`src/rtl/ss_pkg.sv`:
```
package ss_pkg;
   typedef enum logic [1:0] {
      UPD_HOLD = 2'd0,
      UPD_WIN  = 2'd1,
      UPD_MISS = 2'd2
   } upd_path_e;
endpackage

```
`src/rtl/ss_late_detect.sv`:
```
module ss_late_detect #(
   parameter int TIME_W    = 16,
   parameter bit WRAP_TIME = 1'b1
) (
   input  logic [TIME_W-1:0] now,
   input  logic [TIME_W-1:0] deadline,
   output logic              late
);
   generate
      if (TIME_W < 2) begin : g_bad_width
         initial $fatal(1, "ss_late_detect: TIME_W must be at least 2");
      end
      if (WRAP_TIME) begin : g_wrap
         logic [TIME_W-1:0] diff;
         always_comb begin
            diff = now - deadline;
            late = (diff != '0) && !diff[TIME_W-1];
         end
      end else begin : g_plain
         always_comb late = (now > deadline);
      end
   endgenerate
endmodule

```
`src/rtl/ss_sat_inc.sv`:
```
module ss_sat_inc #(
   parameter int W = 8
) (
   input  logic [W-1:0] x,
   output logic [W-1:0] y
);
   localparam logic [W-1:0] MAXV = '1;
   generate
      if (W < 1) begin : g_bad_width
         initial $fatal(1, "ss_sat_inc: W must be positive");
      end
   endgenerate
   always_comb y = (x == MAXV) ? x : x + W'(1);
endmodule

```
`src/rtl/ss_next_calc.sv`:
```
module ss_next_calc #(
   parameter int TIME_W = 16,
   parameter int LOSS_W = 8
) (
   input  logic [TIME_W-1:0] deadline,
   input  logic [TIME_W-1:0] period,
   input  logic [LOSS_W-1:0] num,
   input  logic [LOSS_W-1:0] den,
   input  logic [LOSS_W-1:0] rel_num,
   input  logic [LOSS_W-1:0] rel_den,
   output logic [TIME_W-1:0] next_deadline,
   output logic [LOSS_W-1:0] win_num,
   output logic [LOSS_W-1:0] win_den,
   output logic [LOSS_W-1:0] miss_num,
   output logic [LOSS_W-1:0] miss_den,
   output logic              miss_violate
);
   logic [LOSS_W-1:0] den_up;
   logic [LOSS_W-1:0] num_dn;
   logic [LOSS_W-1:0] den_dn;

   ss_sat_inc #(.W(LOSS_W)) u_den_inc (.x(den), .y(den_up));

   always_comb begin
      next_deadline = deadline + period;
      num_dn = (num != '0) ? num - LOSS_W'(1) : num;
      den_dn = (den != '0) ? den - LOSS_W'(1) : den;
   end

   // winner path: shrink the fraction, refill from reload values when empty
   always_comb begin
      if (den == '0) begin
         win_num = num;
         win_den = den;
      end else if ((num_dn == '0) && (den_dn == '0)) begin
         win_num = rel_num;
         win_den = rel_den;
      end else begin
         win_num = num_dn;
         win_den = den_dn;
      end
   end

   // late-loser path: spend tolerance or record a violation
   always_comb begin
      if (num != '0) begin
         miss_num     = num_dn;
         miss_den     = den_dn;
         miss_violate = 1'b0;
      end else begin
         miss_num     = num;
         miss_den     = den_up;
         miss_violate = 1'b1;
      end
   end
endmodule

```
`src/rtl/ss_stream_state.sv`:
```
module ss_stream_state #(
   parameter int ID_W      = 5,
   parameter int TIME_W    = 16,
   parameter int LOSS_W    = 8,
   parameter int CNT_W     = 16,
   parameter bit WRAP_TIME = 1'b1,
   localparam int ATTR_W   = ID_W + 2*TIME_W + 2*LOSS_W
) (
   input  logic              clk,
   input  logic              rst_n,
   input  logic              load_en,
   input  logic [ID_W-1:0]   load_id,
   input  logic [TIME_W-1:0] load_deadline,
   input  logic [TIME_W-1:0] load_arrival,
   input  logic [TIME_W-1:0] load_period,
   input  logic [LOSS_W-1:0] load_num,
   input  logic [LOSS_W-1:0] load_den,
   input  logic              upd_en,
   input  logic [ID_W-1:0]   win_id,
   input  logic [TIME_W-1:0] now,
   input  logic [TIME_W-1:0] new_arrival,
   output logic [ATTR_W-1:0] attr_bus,
   output logic              violated,
   output logic              drop_flag,
   output logic [CNT_W-1:0]  miss_count
);
   import ss_pkg::*;

   localparam logic [CNT_W-1:0] CNT_MAX = '1;
   localparam logic [LOSS_W-1:0] LOSS_MAX = '1;

   generate
      if (ID_W < 1 || LOSS_W < 1 || CNT_W < 1) begin : g_bad_cfg
         initial $fatal(1, "ss_stream_state: widths must be positive");
      end
   endgenerate

   logic [ID_W-1:0]   id_q;
   logic [TIME_W-1:0] dl_q, arr_q, per_q;
   logic [LOSS_W-1:0] num_q, den_q, rnum_q, rden_q;
   logic              viol_q, drop_q;
   logic [CNT_W-1:0]  cnt_q;

   logic              late;
   logic              is_win;
   upd_path_e         path;
   logic [TIME_W-1:0] nx_dl;
   logic [LOSS_W-1:0] w_num, w_den, m_num, m_den;
   logic              m_viol;
   logic [CNT_W-1:0]  cnt_up;

   ss_late_detect #(.TIME_W(TIME_W), .WRAP_TIME(WRAP_TIME)) u_late (
      .now(now), .deadline(dl_q), .late(late)
   );

   ss_next_calc #(.TIME_W(TIME_W), .LOSS_W(LOSS_W)) u_calc (
      .deadline(dl_q), .period(per_q), .num(num_q), .den(den_q),
      .rel_num(rnum_q), .rel_den(rden_q),
      .next_deadline(nx_dl), .win_num(w_num), .win_den(w_den),
      .miss_num(m_num), .miss_den(m_den), .miss_violate(m_viol)
   );

   ss_sat_inc #(.W(CNT_W)) u_cnt_inc (.x(cnt_q), .y(cnt_up));

   always_comb begin
      is_win = (win_id == id_q);
      if (!upd_en)    path = UPD_HOLD;
      else if (is_win) path = UPD_WIN;
      else if (late)  path = UPD_MISS;
      else            path = UPD_HOLD;
   end

   always_ff @(posedge clk) begin
      if (!rst_n) begin
         id_q   <= '0;
         dl_q   <= '0;
         arr_q  <= '0;
         per_q  <= '0;
         num_q  <= '0;
         den_q  <= '0;
         rnum_q <= '0;
         rden_q <= '0;
         viol_q <= 1'b0;
         drop_q <= 1'b0;
         cnt_q  <= '0;
      end else if (load_en) begin
         id_q   <= load_id;
         dl_q   <= load_deadline;
         arr_q  <= load_arrival;
         per_q  <= load_period;
         num_q  <= load_num;
         den_q  <= load_den;
         rnum_q <= load_num;
         rden_q <= load_den;
         viol_q <= 1'b0;
         drop_q <= 1'b0;
         cnt_q  <= '0;
      end else begin
         unique case (path)
            UPD_WIN: begin
               dl_q   <= nx_dl;
               arr_q  <= new_arrival;
               num_q  <= w_num;
               den_q  <= w_den;
               drop_q <= 1'b0;
            end
            UPD_MISS: begin
               dl_q   <= nx_dl;
               arr_q  <= new_arrival;
               num_q  <= m_num;
               den_q  <= m_den;
               drop_q <= 1'b1;
               viol_q <= viol_q | m_viol;
               cnt_q  <= cnt_up;
            end
            default: ;
         endcase
      end
   end

   // bundle layout {id, deadline, arrival, numerator, denominator}
   always_comb begin
      attr_bus   = {id_q, dl_q, arr_q, num_q, den_q};
      violated   = viol_q;
      drop_flag  = drop_q;
      miss_count = cnt_q;
   end

   p_load_r2: assert property (@(posedge clk) disable iff (!rst_n)
      load_en |=> (attr_bus == {$past(load_id), $past(load_deadline), $past(load_arrival),
                                $past(load_num), $past(load_den)})
                  && !violated && !drop_flag && (miss_count == '0));

   p_win_deadline_r3: assert property (@(posedge clk) disable iff (!rst_n)
      (upd_en && !load_en && (win_id == attr_bus[ATTR_W-1 -: ID_W]))
      |=> (attr_bus[ATTR_W-ID_W-1 -: TIME_W] ==
           $past(attr_bus[ATTR_W-ID_W-1 -: TIME_W] + per_q)) && !drop_flag
          && $stable(miss_count));

   p_met_hold_r5: assert property (@(posedge clk) disable iff (!rst_n)
      (upd_en && !load_en && (win_id != attr_bus[ATTR_W-1 -: ID_W]) && !late)
      |=> $stable(attr_bus) && $stable(violated) && $stable(drop_flag) && $stable(miss_count));

   p_miss_drop_r6: assert property (@(posedge clk) disable iff (!rst_n)
      (upd_en && !load_en && (win_id != attr_bus[ATTR_W-1 -: ID_W]) && late)
      |=> drop_flag);

   p_den_sat_r7: assert property (@(posedge clk) disable iff (!rst_n)
      (upd_en && !load_en && (win_id != attr_bus[ATTR_W-1 -: ID_W]) && late
       && (attr_bus[2*LOSS_W-1 -: LOSS_W] == '0) && (attr_bus[LOSS_W-1:0] == LOSS_MAX))
      |=> (attr_bus[LOSS_W-1:0] == LOSS_MAX) && violated);

   p_no_overflow_r8: assert property (@(posedge clk) disable iff (!rst_n)
      (!load_en && (miss_count == CNT_MAX)) |=> (miss_count == CNT_MAX));

   p_idle_r10: assert property (@(posedge clk) disable iff (!rst_n)
      (!load_en && !upd_en) |=> $stable(attr_bus) && $stable(violated)
                                && $stable(drop_flag) && $stable(miss_count));
endmodule

```
`config.mk`:
```
export PLATFORM = sky130hd
export DESIGN_NAME = ss_stream_state
export DESIGN_NICKNAME = d
export VERILOG_FILES = /design/src/rtl/ss_pkg.sv /design/src/rtl/ss_late_detect.sv /design/src/rtl/ss_sat_inc.sv /design/src/rtl/ss_next_calc.sv /design/src/rtl/ss_stream_state.sv
export SDC_FILE = /design/constraint.sdc
export NUM_CORES = 1
export LEC_CHECK = 0
export BUFFER_PORTS_ARGS = -buffer_cell sky130_fd_sc_hd__buf_2
export CAP_MARGIN = 5
export CORE_MARGIN = 8
export CORE_UTILIZATION = 58
export CTS_CLUSTER_DIAMETER = 40
export CTS_CLUSTER_SIZE = 20
export DETAILED_ROUTE_END_ITERATION = 8
export PLACE_DENSITY = 0.95
export SLEW_MARGIN = 25
export SYNTH_ARGS = -nofsm -noshare
export SYNTH_HDL_FRONTEND = slang
export SYNTH_SLANG_ARGS = --single-unit
```
`constraint.sdc`:
```
create_clock -name clk -period 8.8 [get_ports clk]
set_clock_uncertainty 0.2 [all_clocks]
set_input_delay 2.64 -clock clk [delete_from_list [all_inputs] [get_ports clk]]
set_output_delay 2.64 -clock clk [all_outputs]
set_load 0.03 [all_outputs]
```
# Yosys cells after proc, flatten, opt, wreduce, memory -nomap -nowiden
# Index checks and enable logic that the tools add are counted.
dict set report classes {
  add_sub_neg 6
  n_eq_ne 8
  n_mux 22
  n_bitwise 3
  reduce_logical 17
}
# cell count
set op_table {}
lappend op_table {{$mux W8} 11}
lappend op_table {{$mux W16} 4}
lappend op_table {{$pmux W8 S2} 2}
lappend op_table {{$logic_not A8 Y1} 3}
lappend op_table {{$add A16 B1 Y16 const B} 1}
lappend op_table {{$add A16 B16 Y16} 1}
lappend op_table {{$eq A16 B16 Y1 const B} 1}
lappend op_table {{$reduce_bool A16 Y1} 1}
lappend op_table {{$reduce_bool A8 Y1} 2}
lappend op_table {{$sub A16 B16 Y16} 1}
lappend op_table {{$sub A8 B1 Y8 const B} 2}
lappend op_table {{$add A8 B1 Y8 const B} 1}
lappend op_table {{$eq A8 B8 Y1 const B} 1}
lappend op_table {{$mux W2} 3}
lappend op_table {{$reduce_and A3 Y1} 2}
lappend op_table {{$eq A5 B5 Y1} 1}
lappend op_table {{$ne A4 B3 Y1 const B} 1}
lappend op_table {{$reduce_bool A2 Y1} 2}
lappend op_table {{$reduce_or A2 Y1} 2}
lappend op_table {{$ne A3 B2 Y1 const B} 1}
lappend op_table {{$ne A3 B3 Y1 const B} 1}
lappend op_table {{$reduce_bool A3 Y1} 1}
lappend op_table {{$eq A2 B1 Y1 const B} 1}
lappend op_table {{$eq A2 B2 Y1 const B} 1}
lappend op_table {{other kinds (7)} 9}
dict set report totals {
  reg_bits 103
  out_inout_bits 71
  word_cells 67
}

# Logic depth before layout (Yosys ltp)
# Gate-level depths: netlist (run 1).
dict set report logic_depth {
  depth_word 10
  depth_mapped 16
  ltp_nobuf 13
}

# Hierarchy
# Synthesis (run 1) repeated with hierarchy kept, for this count alone.
dict set report unflattened {
  hier_cells 965
  area_unflattened_um2 7727.4
}
# module instances cells_each area_each_um2
set by_module_without_submodules {}
lappend by_module_without_submodules {ss_stream_state 1 492 4504.3}
lappend by_module_without_submodules {ss_next_calc 1 252 1701.6}
lappend by_module_without_submodules {ss_late_detect 1 133 918.4}
lappend by_module_without_submodules {{ss_sat_inc (u_cnt_inc)} 1 61 411.6}
lappend by_module_without_submodules {{ss_sat_inc (u_calc.u_den_inc)} 1 27 191.4}

# Least setup slack after synthesis (run 1)
# OpenSTA, ideal clock, no wires.
dict set report synth_timing {
  path_type {input to register}
  startpoint {input port now[0]}
  endpoint {register num_q[3]}
  setup_ns 0.073
  arrival_time_ns 5.610
  setup_slack_ns 2.917
  path_stages 16
  path_buffers 3
  path_cell_list {inv_1 ha_1 fa_1 nor2b_1 o31ai_2 o21ai_0 o21ai_1 a211o_1 or4_1 buf_2 and2_4 buf_6 mux2i_4 buf_6 o211ai_2 o22ai_2}
}
dict set report synth_via {
  elab_chain_len 9
  elab_cells_between_ends 15
  cone_classes {1 x add/sub; 4 x eq/ne; 5 x mux; 5 x reduce/logical}
}
# item line_no
set synth_rtl {}
lappend synth_rtl {{start: declaration} ss_stream_state.sv:20} ;# input logic [TIME_W-1:0] now,
lappend synth_rtl {{$sub A16 B16 Y16 (*)} ss_late_detect.sv:16} ;# diff = now - deadline;
lappend synth_rtl {{$reduce_bool A16 Y1 / $logic_not A1 Y1 (equally long branches)} ss_late_detect.sv:17} ;# late = (diff != '0) && !diff[TIME_W-1];
lappend synth_rtl {{$logic_and A1 B1 Y1 (*)} ss_late_detect.sv:17}
lappend synth_rtl {{$mux W2 (*)} ss_stream_state.sv:69} ;# else if (late) path = UPD_MISS;
lappend synth_rtl {{$mux W2 (*)} ss_stream_state.sv:68} ;# else if (is_win) path = UPD_WIN;
lappend synth_rtl {{$mux W2 (*)} ss_stream_state.sv:67} ;# if (!upd_en) path = UPD_HOLD;
lappend synth_rtl {{$eq A2 B1 Y1 / $eq A2 B2 Y1 (equally long branches)} ss_stream_state.sv:99} ;# unique case (path)
lappend synth_rtl {{$ne A3 B3 Y1 (no source line) (tied with other cells)} n/a}
lappend synth_rtl {{$reduce_and A3 Y1 (no source line) / $mux W8 (equally long branches)} n/a}
lappend synth_rtl {{end signal: assignment} ss_stream_state.sv:91} ;# num_q <= load_num;
lappend synth_rtl {{end signal: assignment} ss_stream_state.sv:103} ;# num_q <= w_num;
lappend synth_rtl {{end signal: assignment} ss_stream_state.sv:110} ;# num_q <= m_num;
lappend synth_rtl {{end: declaration} ss_stream_state.sv:40} ;# logic [LOSS_W-1:0] num_q, den_q, rnum_q, rden_q;
# Every way passes the cells marked *; elsewhere a longest branch is shown, timed or not.
# A chain may end at the register's enable or synchronous reset.

# Worst setup path in the final report (run 1)
dict set report layout_timing {
  startpoint {input port now[0]}
  endpoint {register den_q[7]}
}
dict set report layout_via {
  elab_chain_len 9
  elab_cells_between_ends 15
  cone_classes {1 x add/sub; 4 x eq/ne; 5 x mux; 5 x reduce/logical}
}
# item line_no
set layout_rtl {}
lappend layout_rtl {{$sub A16 B16 Y16 (*)} ss_late_detect.sv:16}
lappend layout_rtl {{$reduce_bool A16 Y1 / $logic_not A1 Y1 (equally long branches)} ss_late_detect.sv:17}
lappend layout_rtl {{$logic_and A1 B1 Y1 (*)} ss_late_detect.sv:17}
lappend layout_rtl {{$mux W2 (*)} ss_stream_state.sv:69}
lappend layout_rtl {{$mux W2 (*)} ss_stream_state.sv:68}
lappend layout_rtl {{$mux W2 (*)} ss_stream_state.sv:67}
lappend layout_rtl {{$eq A2 B2 Y1 / $eq A2 B1 Y1 (equally long branches)} ss_stream_state.sv:99}
lappend layout_rtl {{$ne A4 B3 Y1 (no source line) (tied with other cells)} n/a}
lappend layout_rtl {{$reduce_and A3 Y1 (no source line) / $mux W8 (equally long branches)} n/a}
lappend layout_rtl {{end signal: assignment} ss_stream_state.sv:92} ;# den_q <= load_den;
lappend layout_rtl {{end signal: assignment} ss_stream_state.sv:104} ;# den_q <= w_den;
lappend layout_rtl {{end signal: assignment} ss_stream_state.sv:111} ;# den_q <= m_den;
lappend layout_rtl {{end: declaration} ss_stream_state.sv:40}
# Marked as above.

==> results.cfg, run 1 <==
[floorplan]
start_util = 0.592
num_rows = 40
die_w_um = 127
die-area_um2 = 16000
die_h_um = 127
ios = 181
coreArea_um2 = 12000

[synth]
synth.distinct_cells = 72
synth_edf_count = 0
synth_top_area_cell = dfxtp_1
syn_nets = 1023
synthFlopType = dfxtp_1
syn_inst = 875
ys_seq_area_frac = 0.291
async_reset_ff_frac = 0
yosys.area.top_type_share = 0.291
mappedNetlistArea_um2 = 7080
yosysWarnings = 0
ys_ff_latch = 103
synth_area_leaders = dfxtp_1, mux2i_1, ha_1, a21oi_1, o21ai_0
yosys-top-cells-count = dfxtp_1, a21oi_1, nand2_1
synth_area_per_cell_um2 = 8.09
yosysMostFrequentCell = dfxtp_1

[clock_network]
cts_buffer_depth = 2
cts_tree = built
clock_sinks = 103
cts_inserted_buffers = 9
postCtsSetupRepairBufs = 0
cts_resized = 0
clk_pin_slew_worst_paths_ns = 0.08
clock_latency_ns = 0.36
hold_buffers = 0
cts_root_buf = clkbuf_16
htreeDepth = 3

[global_route]
grt_pass1_wl_um = 33700
first_global_vias = 6830
grt_max_degree = 96
grt-ovfl-total = 0
antenna_found_initial = 0
grt_util_all_layers = 0.253

[power]
p_seq_frac = 0.360
peakVddDrop_mv = 0.186
pwr-share-clk = 0.275
switching_share = 0.378
pwr-share-comb = 0.364
p_total_mw = 1.53
pwr_density_cell_nw_per_um2 = 185
p_leak_nw = 3.65
power.switching_mw = 0.578
intPower_mw = 0.950

[run]
max-cap-violations = 0

[worst_setup_path]
start_kind = input pin
worstPathCellList = buf_2, inv_1, ha_1, fa_1, nor2b_1, o31ai_2, o21ai_0, o21ai_1, a211o_1, or4_1, nand2_2, o21ai_1, and3_1, a211o_1
worstPathRequired_ns = 8.86
crit_type = input pin to flop
critical_path.max_stage_delay_ns = 0.66
critPathArrivalTime_ns = 6.63
slowest_stage = or4_1
cp_max_fo = 28
cp-end-kind = flop

[layout]
final_core_util = 0.691
fill_cells = 941
syn_to_final_growth_pct = 16.8
final_nets = 1161
seqCellArea_um2 = 2060
multiInputGateArea_um2 = 4650
insertedDiodeCount = 0
final_design_area_no_fill_um2 = 8270
drive_gt1_frac = 0.221
instances_no_fill = 1165

[routing]
drc = 0
viasPerCell = 6.06
wl_per_cell_um = 17.8
num_vias = 7060
drt-total-wl_um = 20700
drtIter0Drc = 601
ant_nets = 0
first_pass_iters = 7

[sta]
fin_ws_ns = 2.23
setup_viol = 0
drv_slew = 0
grt_setup_unrepaired = no
clock.fmax_ghz = 0.152
post-route-period-util = 0.747
setup_tns_ns = 0
tightest_slew_ns = 1.04
slew_headroom = 0.299
hold_slack_ns = 0.271
period_minus_slack_ns = 6.57
finalHoldViolCount = 0

[placed_design]
place_congestion = 0.970
place_inst = 1149
pre_cts_ws_ns = 1.97
io_buffer_count = 180
place_area_um2 = 7950
dp_hpwl_um = 15300

[outcome]
status = finished, final reports clean

[min_path]
hold_class = flop to flop
[cells by family (layout without fill, tap and decap cells)]
logic type	Yosys count	after routing	synth area share
mux	69	69	0.100
compound gates	241	241	0.217
simple gates	288	288	0.213
flops	103	103	0.291
fa+ha+maj	38	38	0.0693
xor+xnor	45	45	0.0557
buf+inv	91	234	0.0539
[critical path: cells and delay by family]
family	cells	cell delay, ns
buf+inv	2	0.10
compound gates	6	1.58
simple gates	4	1.68
fa+ha+maj	2	0.62
[state kept, by name, indices dropped and copies added, names as in the netlist]
| signal | count |
|---|---|
| miss_count | 16 |
| rnum_q | 8 |
| den_q | 8 |
| rden_q | 8 |
| per_q | 16 |
| violated | 1 |
| drop_flag | 1 |
| dl_q | 16 |
| num_q | 8 |
| id_q | 5 |
| arr_q | 16 |
[cells in the final DEF, fill, tap and decap left out, types with 9 or more instances in the layout]
cell,instances
nor2b_1,35
a21oi_1,71
a21o_1,12
nor2_1,52
dfxtp_1,103
and3_1,13
or3_1,10
a21boi_0,10
clkbuf_16,9
nand2_1,64
nor3_1,24
nor3b_1,12
o21ai_0,60
inv_1,33
a31oi_1,11
nand2b_1,16
nand3_1,22
buf_2,180
mux2i_1,63
xnor2_1,29
ha_1,36
xor2_1,16
[power groups by stage]
stage | clock [mW] | combinational (mW) | sequential [mW]
after floorplan | 0 | 0.374 | 0.593
after global placement | 0 | 0.532 | 0.557
after detailed placement | 0 | 0.545 | 0.559
after CTS | 0.426 | 0.550 | 0.549
after global routing | 0.444 | 0.608 | 0.556
final | 0.421 | 0.557 | 0.551
[cell type report]
class | count | area share
clock buffers | 9 | 0.0272
inverters | 34 | 0.0154
repair buffers | 184 | 0.113
flip-flops and latches | 103 | 0.249
well taps | 147 | 0.0222
clock inverters | 7 | 0.0109
multi-input cells | 681 | 0.562
[final timing paths]
| check | startpoint | end | slack, ns | cells after the start |
|---|---|---|---|---|
| hold reg to reg | violated$_SDFFE_PP0P_ | violated$_SDFFE_PP0P_ | 0.27 | 2 |
| setup / recovery | now[0] | den_q[7]$_SDFFE_PN0P_ | 2.23 | 14 |
| hold / removal | violated$_SDFFE_PP0P_ | violated$_SDFFE_PP0P_ | 0.27 | 2 |
| setup reg to reg | dl_q[9]$_SDFFE_PN0P_ | den_q[7]$_SDFFE_PN0P_ | 4.20 | 12 |
[routing by layer]
| layer | GRT usage | vias up | part of all wire |
|---|---|---|---|
| met5 | 0 | - | 0 |
| met4 | 0.0913 | 0 | 0.024 |
| met3 | 0.0649 | 43 | 0.080 |
| met2 | 0.436 | 295 | 0.49 |
| met1 | 0.297 | 3294 | 0.40 |
| li1 | - | 3428 | - |
(Power assumes the default switching activity.)
==> run 2: changes to the inputs <==
ABC_AREA = 1   (was default)
CORE_UTILIZATION = 55   (was 58)
PLACE_DENSITY = 0.91   (was 0.95)
clock period = 6.1 ns   (was 8.8 ns; I/O delays follow)
==> results.cfg, run 2 <==
[outcome]
status = finished, final reports clean

[synth]
yosysMostFrequentCell = nand2_1
yosysWarnings = 0
synth_area_per_cell_um2 = 6.35
synthFlopType = dfxtp_1
yosys.area.top_type_share = 0.282
ys_ff_latch = 103
synth.distinct_cells = 47
synth_area_leaders = dfxtp_1, nand2_1, nor2_1, ha_1, a21oi_1
async_reset_ff_frac = 0
yosys-top-cells-count = nand2_1, nor2_1, inv_1
ys_seq_area_frac = 0.282
syn_inst = 1153
synth_edf_count = 0
synth_top_area_cell = dfxtp_1
mappedNetlistArea_um2 = 7320
syn_nets = 1301

[global_route]
grt_use_met2 = 0.381
met1_usage = 0.291
antenna_found_initial = 2
grt-ovfl-total = 0
first_global_vias = 7449
grt_max_degree = 63
grt_pass1_wl_um = 34600
grtUsageMet3 = 0.0598
busiest_layer = met2
grt_util_all_layers = 0.235

[floorplan]
num_rows = 42
ios = 181
coreArea_um2 = 13100
die_w_um = 131
die-area_um2 = 17300
start_util = 0.557
die_h_um = 131

[clock_network]
cts_tree = built
cts_buffer_depth = 2
clock_sinks = 103
clock_latency_ns = 0.36
htreeDepth = 3
cts_resized = 0
cts_root_buf = clkbuf_16
clk_pin_slew_worst_paths_ns = 0.08
postCtsSetupRepairBufs = 0
hold_buffers = 0
cts_inserted_buffers = 9

[layout]
final_core_util = 0.650
drive_gt1_frac = 0.181
final_nets = 1455
final_common_cell = nand2_1
layout_common_cells = nand2_1, buf_2, nor2_1, inv_1, dfxtp_1
syn_to_final_growth_pct = 16.6

[sta]
hold_slack_ns = 0.265
period_minus_slack_ns = 4.85
tightest_slew_ns = 0.823
grt_setup_unrepaired = no
post-route-period-util = 0.794
slew_headroom = 0.451
setup_tns_ns = 0
finalHoldViolCount = 0
setup_viol = 0
clock.fmax_ghz = 0.206
drv_slew = 0

[routing]
drtIter0Drc = 683
num_vias = 7902
drt-total-wl_um = 20700
wl_per_cell_um = 13.9
viasPerCell = 5.30
ant_nets = 0
first_pass_iters = 6
drc = 0

[placed_design]
io_buffer_count = 180
place_congestion = 0.921
dp_hpwl_um = 15800

[run]
max-cap-violations = 0

[power]
p_leak_nw = 4.42
peakVddDrop_mv = 0.227
pwr_density_cell_nw_per_um2 = 267
p_total_mw = 2.28

[worst_setup_path]
cp_max_fo = 49
start_kind = input pin
reg2reg_slack_ns = 2.40
crit_type = input pin to flop
cp-end-kind = flop
critPathArrivalTime_ns = 4.93
worstPathRequired_ns = 6.18

[min_path]
hold_class = flop to flop
## run 2: where the power goes
group	leakage (nW)	total (mW)	switching [mW]	internal (mW)
clock network	0.141	0.575	0.289	0.287
logic	3.43	0.913	0.603	0.311
registers	0.851	0.792	0.0600	0.732
## run 2: worst max-delay path: stages
cell and delay, ns:
buf_2 0.07, inv_1 0.03, ha_1 0.21, fa_1 0.41, inv_1 0.09, nand2_1 0.05, nand2_1 0.10, a21oi_1 0.07
nor2_1 0.10, nand2_1 0.06, nor2_1 0.09, nand3_1 0.10, nor2_1 0.18, nand3_4 0.26, nand2_4 0.32, nand3_4 0.22
buf_4 0.35, inv_4 0.15, nand2_1 0.07, a21oi_1 0.14
## run 2: path summary, 6_finish.rpt
check                               from                      to  depth (start not counted)
hold reg to reg   rnum_q[6]$_SDFFE_PN0P_  rnum_q[6]$_SDFFE_PN0P_                          2
setup / recovery                  now[0]    dl_q[9]$_SDFFE_PN0P_                         20
hold / removal    rnum_q[6]$_SDFFE_PN0P_  rnum_q[6]$_SDFFE_PN0P_                          2
setup reg to reg   dl_q[10]$_SDFFE_PN0P_    dl_q[9]$_SDFFE_PN0P_                         17
## run 2: final cells by class
class                           count  area [um^2]
Inverter                          125          472
Timing Repair Buffer              184          931
Clock inverter                      7         63.8
Multi-Input combinational cell    884         4550
Tap cell                          176          220
Antenna cell                        2         5.00
Fill cell                        1205         4600
Clock buffer                        9          225
Sequential cell                   103         2060
## run 2: cell families (layout without fill, tap and decap cells)
| group | after synthesis | in the layout | share of synthesized area |
|---|---|---|---|
| AND/OR/NAND/NOR | 612 | 612 | 0.358 |
| multiplexers | 21 | 21 | 0.0287 |
| buffers and inverters | 166 | 325 | 0.0959 |
| other | 0 | 2 | 0 |
| AO/OA/AOI/OAI | 185 | 185 | 0.135 |
| flip-flops | 103 | 103 | 0.282 |
| adder cells (fa/ha/maj) | 38 | 38 | 0.0670 |
| XOR/XNOR | 28 | 28 | 0.0335 |
## run 2: stage by stage
| stage | std cells | instance area [um^2] | setup WS [ns] |
|---|---|---|---|
| after CTS | 1488 | 8530 | 1.27 |
| after detailed placement | 1472 | 8240 | 0.909 |
| final | 1490 | 8530 | 1.25 |
| after global routing | 1490 | 8530 | 0.891 |
| after floorplan | 1153 | 7320 | 1.84 |
| after global placement | 1472 | 8240 | 0.984 |
## run 2: routing by layer
metal  part of all wire  vias to the layer above
li1                   -                     4028
met1               0.44                     3550
met2               0.46                      276
met3              0.071                       48
met4              0.030                        0
met5                  0                        -
==> run 3: changes to the inputs <==
CORE_UTILIZATION = 49   (was 55)
PLACE_DENSITY = 0.86   (was 0.91)
clock period = 4.4 ns   (was 6.1 ns; I/O delays follow)
==> results.cfg, run 3 (synthesized netlist as in run 2, its figures left out) <==
[outcome]
status = finished, final reports clean

[sta]
slew_headroom = 0.437
finalHoldViolCount = 0
clock.fmax_ghz = 0.256
post-route-period-util = 0.886
grt_setup_unrepaired = no
tightest_slew_ns = 0.837
setup_tns_ns = 0
period_minus_slack_ns = 3.90
fin_ws_ns = 0.501
drv_slew = 0
setup_viol = 0

[min_path]
hold_class = flop to flop
min-delay-start = rnum_q[2]$_SDFFE_PN0P_

[worst_setup_path]
worstPathRequired_ns = 4.44
startpoint = now[0]
start_kind = input pin
rr_startpoint = dl_q[0]$_SDFFE_PN0P_
cp-end-kind = flop
crit_type = input pin to flop
critPathArrivalTime_ns = 3.94
cp_max_fo = 60

[placed_design]
dp_hpwl_um = 16200
pre_cts_ws_ns = 0.107
io_buffer_count = 180
place_area_um2 = 8290
place_congestion = 0.927

[clock_network]
clk_pin_slew_worst_paths_ns = 0.07
cts_buffer_depth = 2
hold_buffers = 0
cts_tree = built
cts_root_buf = clkbuf_16
clock_latency_ns = 0.35
cts_resized = 0
postCtsSetupRepairBufs = 0
htreeDepth = 3
cts_inserted_buffers = 9
clock_sinks = 103

[global_route]
grt_pass1_wl_um = 34900
grt_max_degree = 69
antenna_found_initial = 2
grt-ovfl-total = 0
grt_util_all_layers = 0.213
first_global_vias = 7367

[floorplan]
die-area_um2 = 19100
die_h_um = 138
coreArea_um2 = 14600
start_util = 0.502
ios = 181
num_rows = 44
die_w_um = 138

[routing]
first_pass_iters = 5
drc = 0
wl_per_cell_um = 14.1
num_vias = 7834
ant_nets = 0
drtIter0Drc = 536
drt-total-wl_um = 21100
viasPerCell = 5.22

[power]
p_total_mw = 3.16
p_leak_nw = 4.44
pwr_density_cell_nw_per_um2 = 368
peakVddDrop_mv = 0.260

[layout]
layout_common_cells = nand2_1, buf_2, nor2_1, inv_1, dfxtp_1
final_core_util = 0.589
drive_gt1_frac = 0.183
fill_cells = 1385
syn_to_final_growth_pct = 17.3
final_common_cell = nand2_1
final_design_area_no_fill_um2 = 8590
final_nets = 1459

[run]
max-cap-violations = 0
==> run 3: cell count changes in the layout (fill, tap and decap cells not counted), sizes merged <==
cell / change
clkbuf: +2
buf: +4
clkinv: -2
inv: -1
clkinvlp: +1
==> run 3: path summary, 6_finish.rpt <==
kind                                          endpoint  slack (ns)  cells past startpoint
worst max-delay path             num_q[7]$_SDFFE_PN0P_        0.50                     21
worst min-delay path            rnum_q[2]$_SDFFE_PN0P_        0.26                      2
worst max register to register   num_q[7]$_SDFFE_PN0P_        1.19                     19
worst min register to register  rnum_q[2]$_SDFFE_PN0P_        0.26                      2
==> run 3: area by class of cell <==
type                            instances  area (um^2)  share of cell area
Tap cell                              184          230              0.0268
Timing Repair Buffer                  188          973               0.113
Sequential cell                       103         2060               0.240
Antenna cell                            2         5.00            0.000583
Multi-Input combinational cell        884         4550               0.530
Inverter                              125          472              0.0549
Clock buffer                           11          253              0.0294
Clock inverter                          5         37.5             0.00437
==> run 3: per-stage QoR <==
step	std cells	hold slack, ns
global route	1502	0.287
finish	1502	0.263
detailed placement	1484	0.255
global placement	1484	0.247
floorplan	1153	0.238
CTS	1500	0.266
==> run 3: layer usage <==
metal  GRT usage  up-vias  part of all wire
met5           0        -                 0
met4      0.0852        0             0.016
met3      0.0418       25             0.058
met2       0.352      221              0.48
met1       0.265     3547              0.45
li1            -     4041                 -
==> run 3: report_power, final <==
part,switching [mW],total (mW),internal [mW]
sequential,0.0846,1.10,1.02
clock,0.369,0.788,0.418
combinational,0.835,1.27,0.438
==> run 3: critical path, cell delays in order <==
cell,delay [ns]
buf_2,0.07
inv_1,0.03
ha_1,0.21
fa_1,0.41
inv_1,0.09
nand2_1,0.05
nand2_1,0.10
nand3_1,0.09
nand2_1,0.09
nand2_1,0.05
nand2_1,0.06
nand4_1,0.09
nor2_1,0.22
nand3_4,0.19
nand2_4,0.15
nand3_4,0.08
buf_12,0.22
nand3_4,0.19
nand2_1,0.09
nand2_1,0.06
nor2_1,0.05
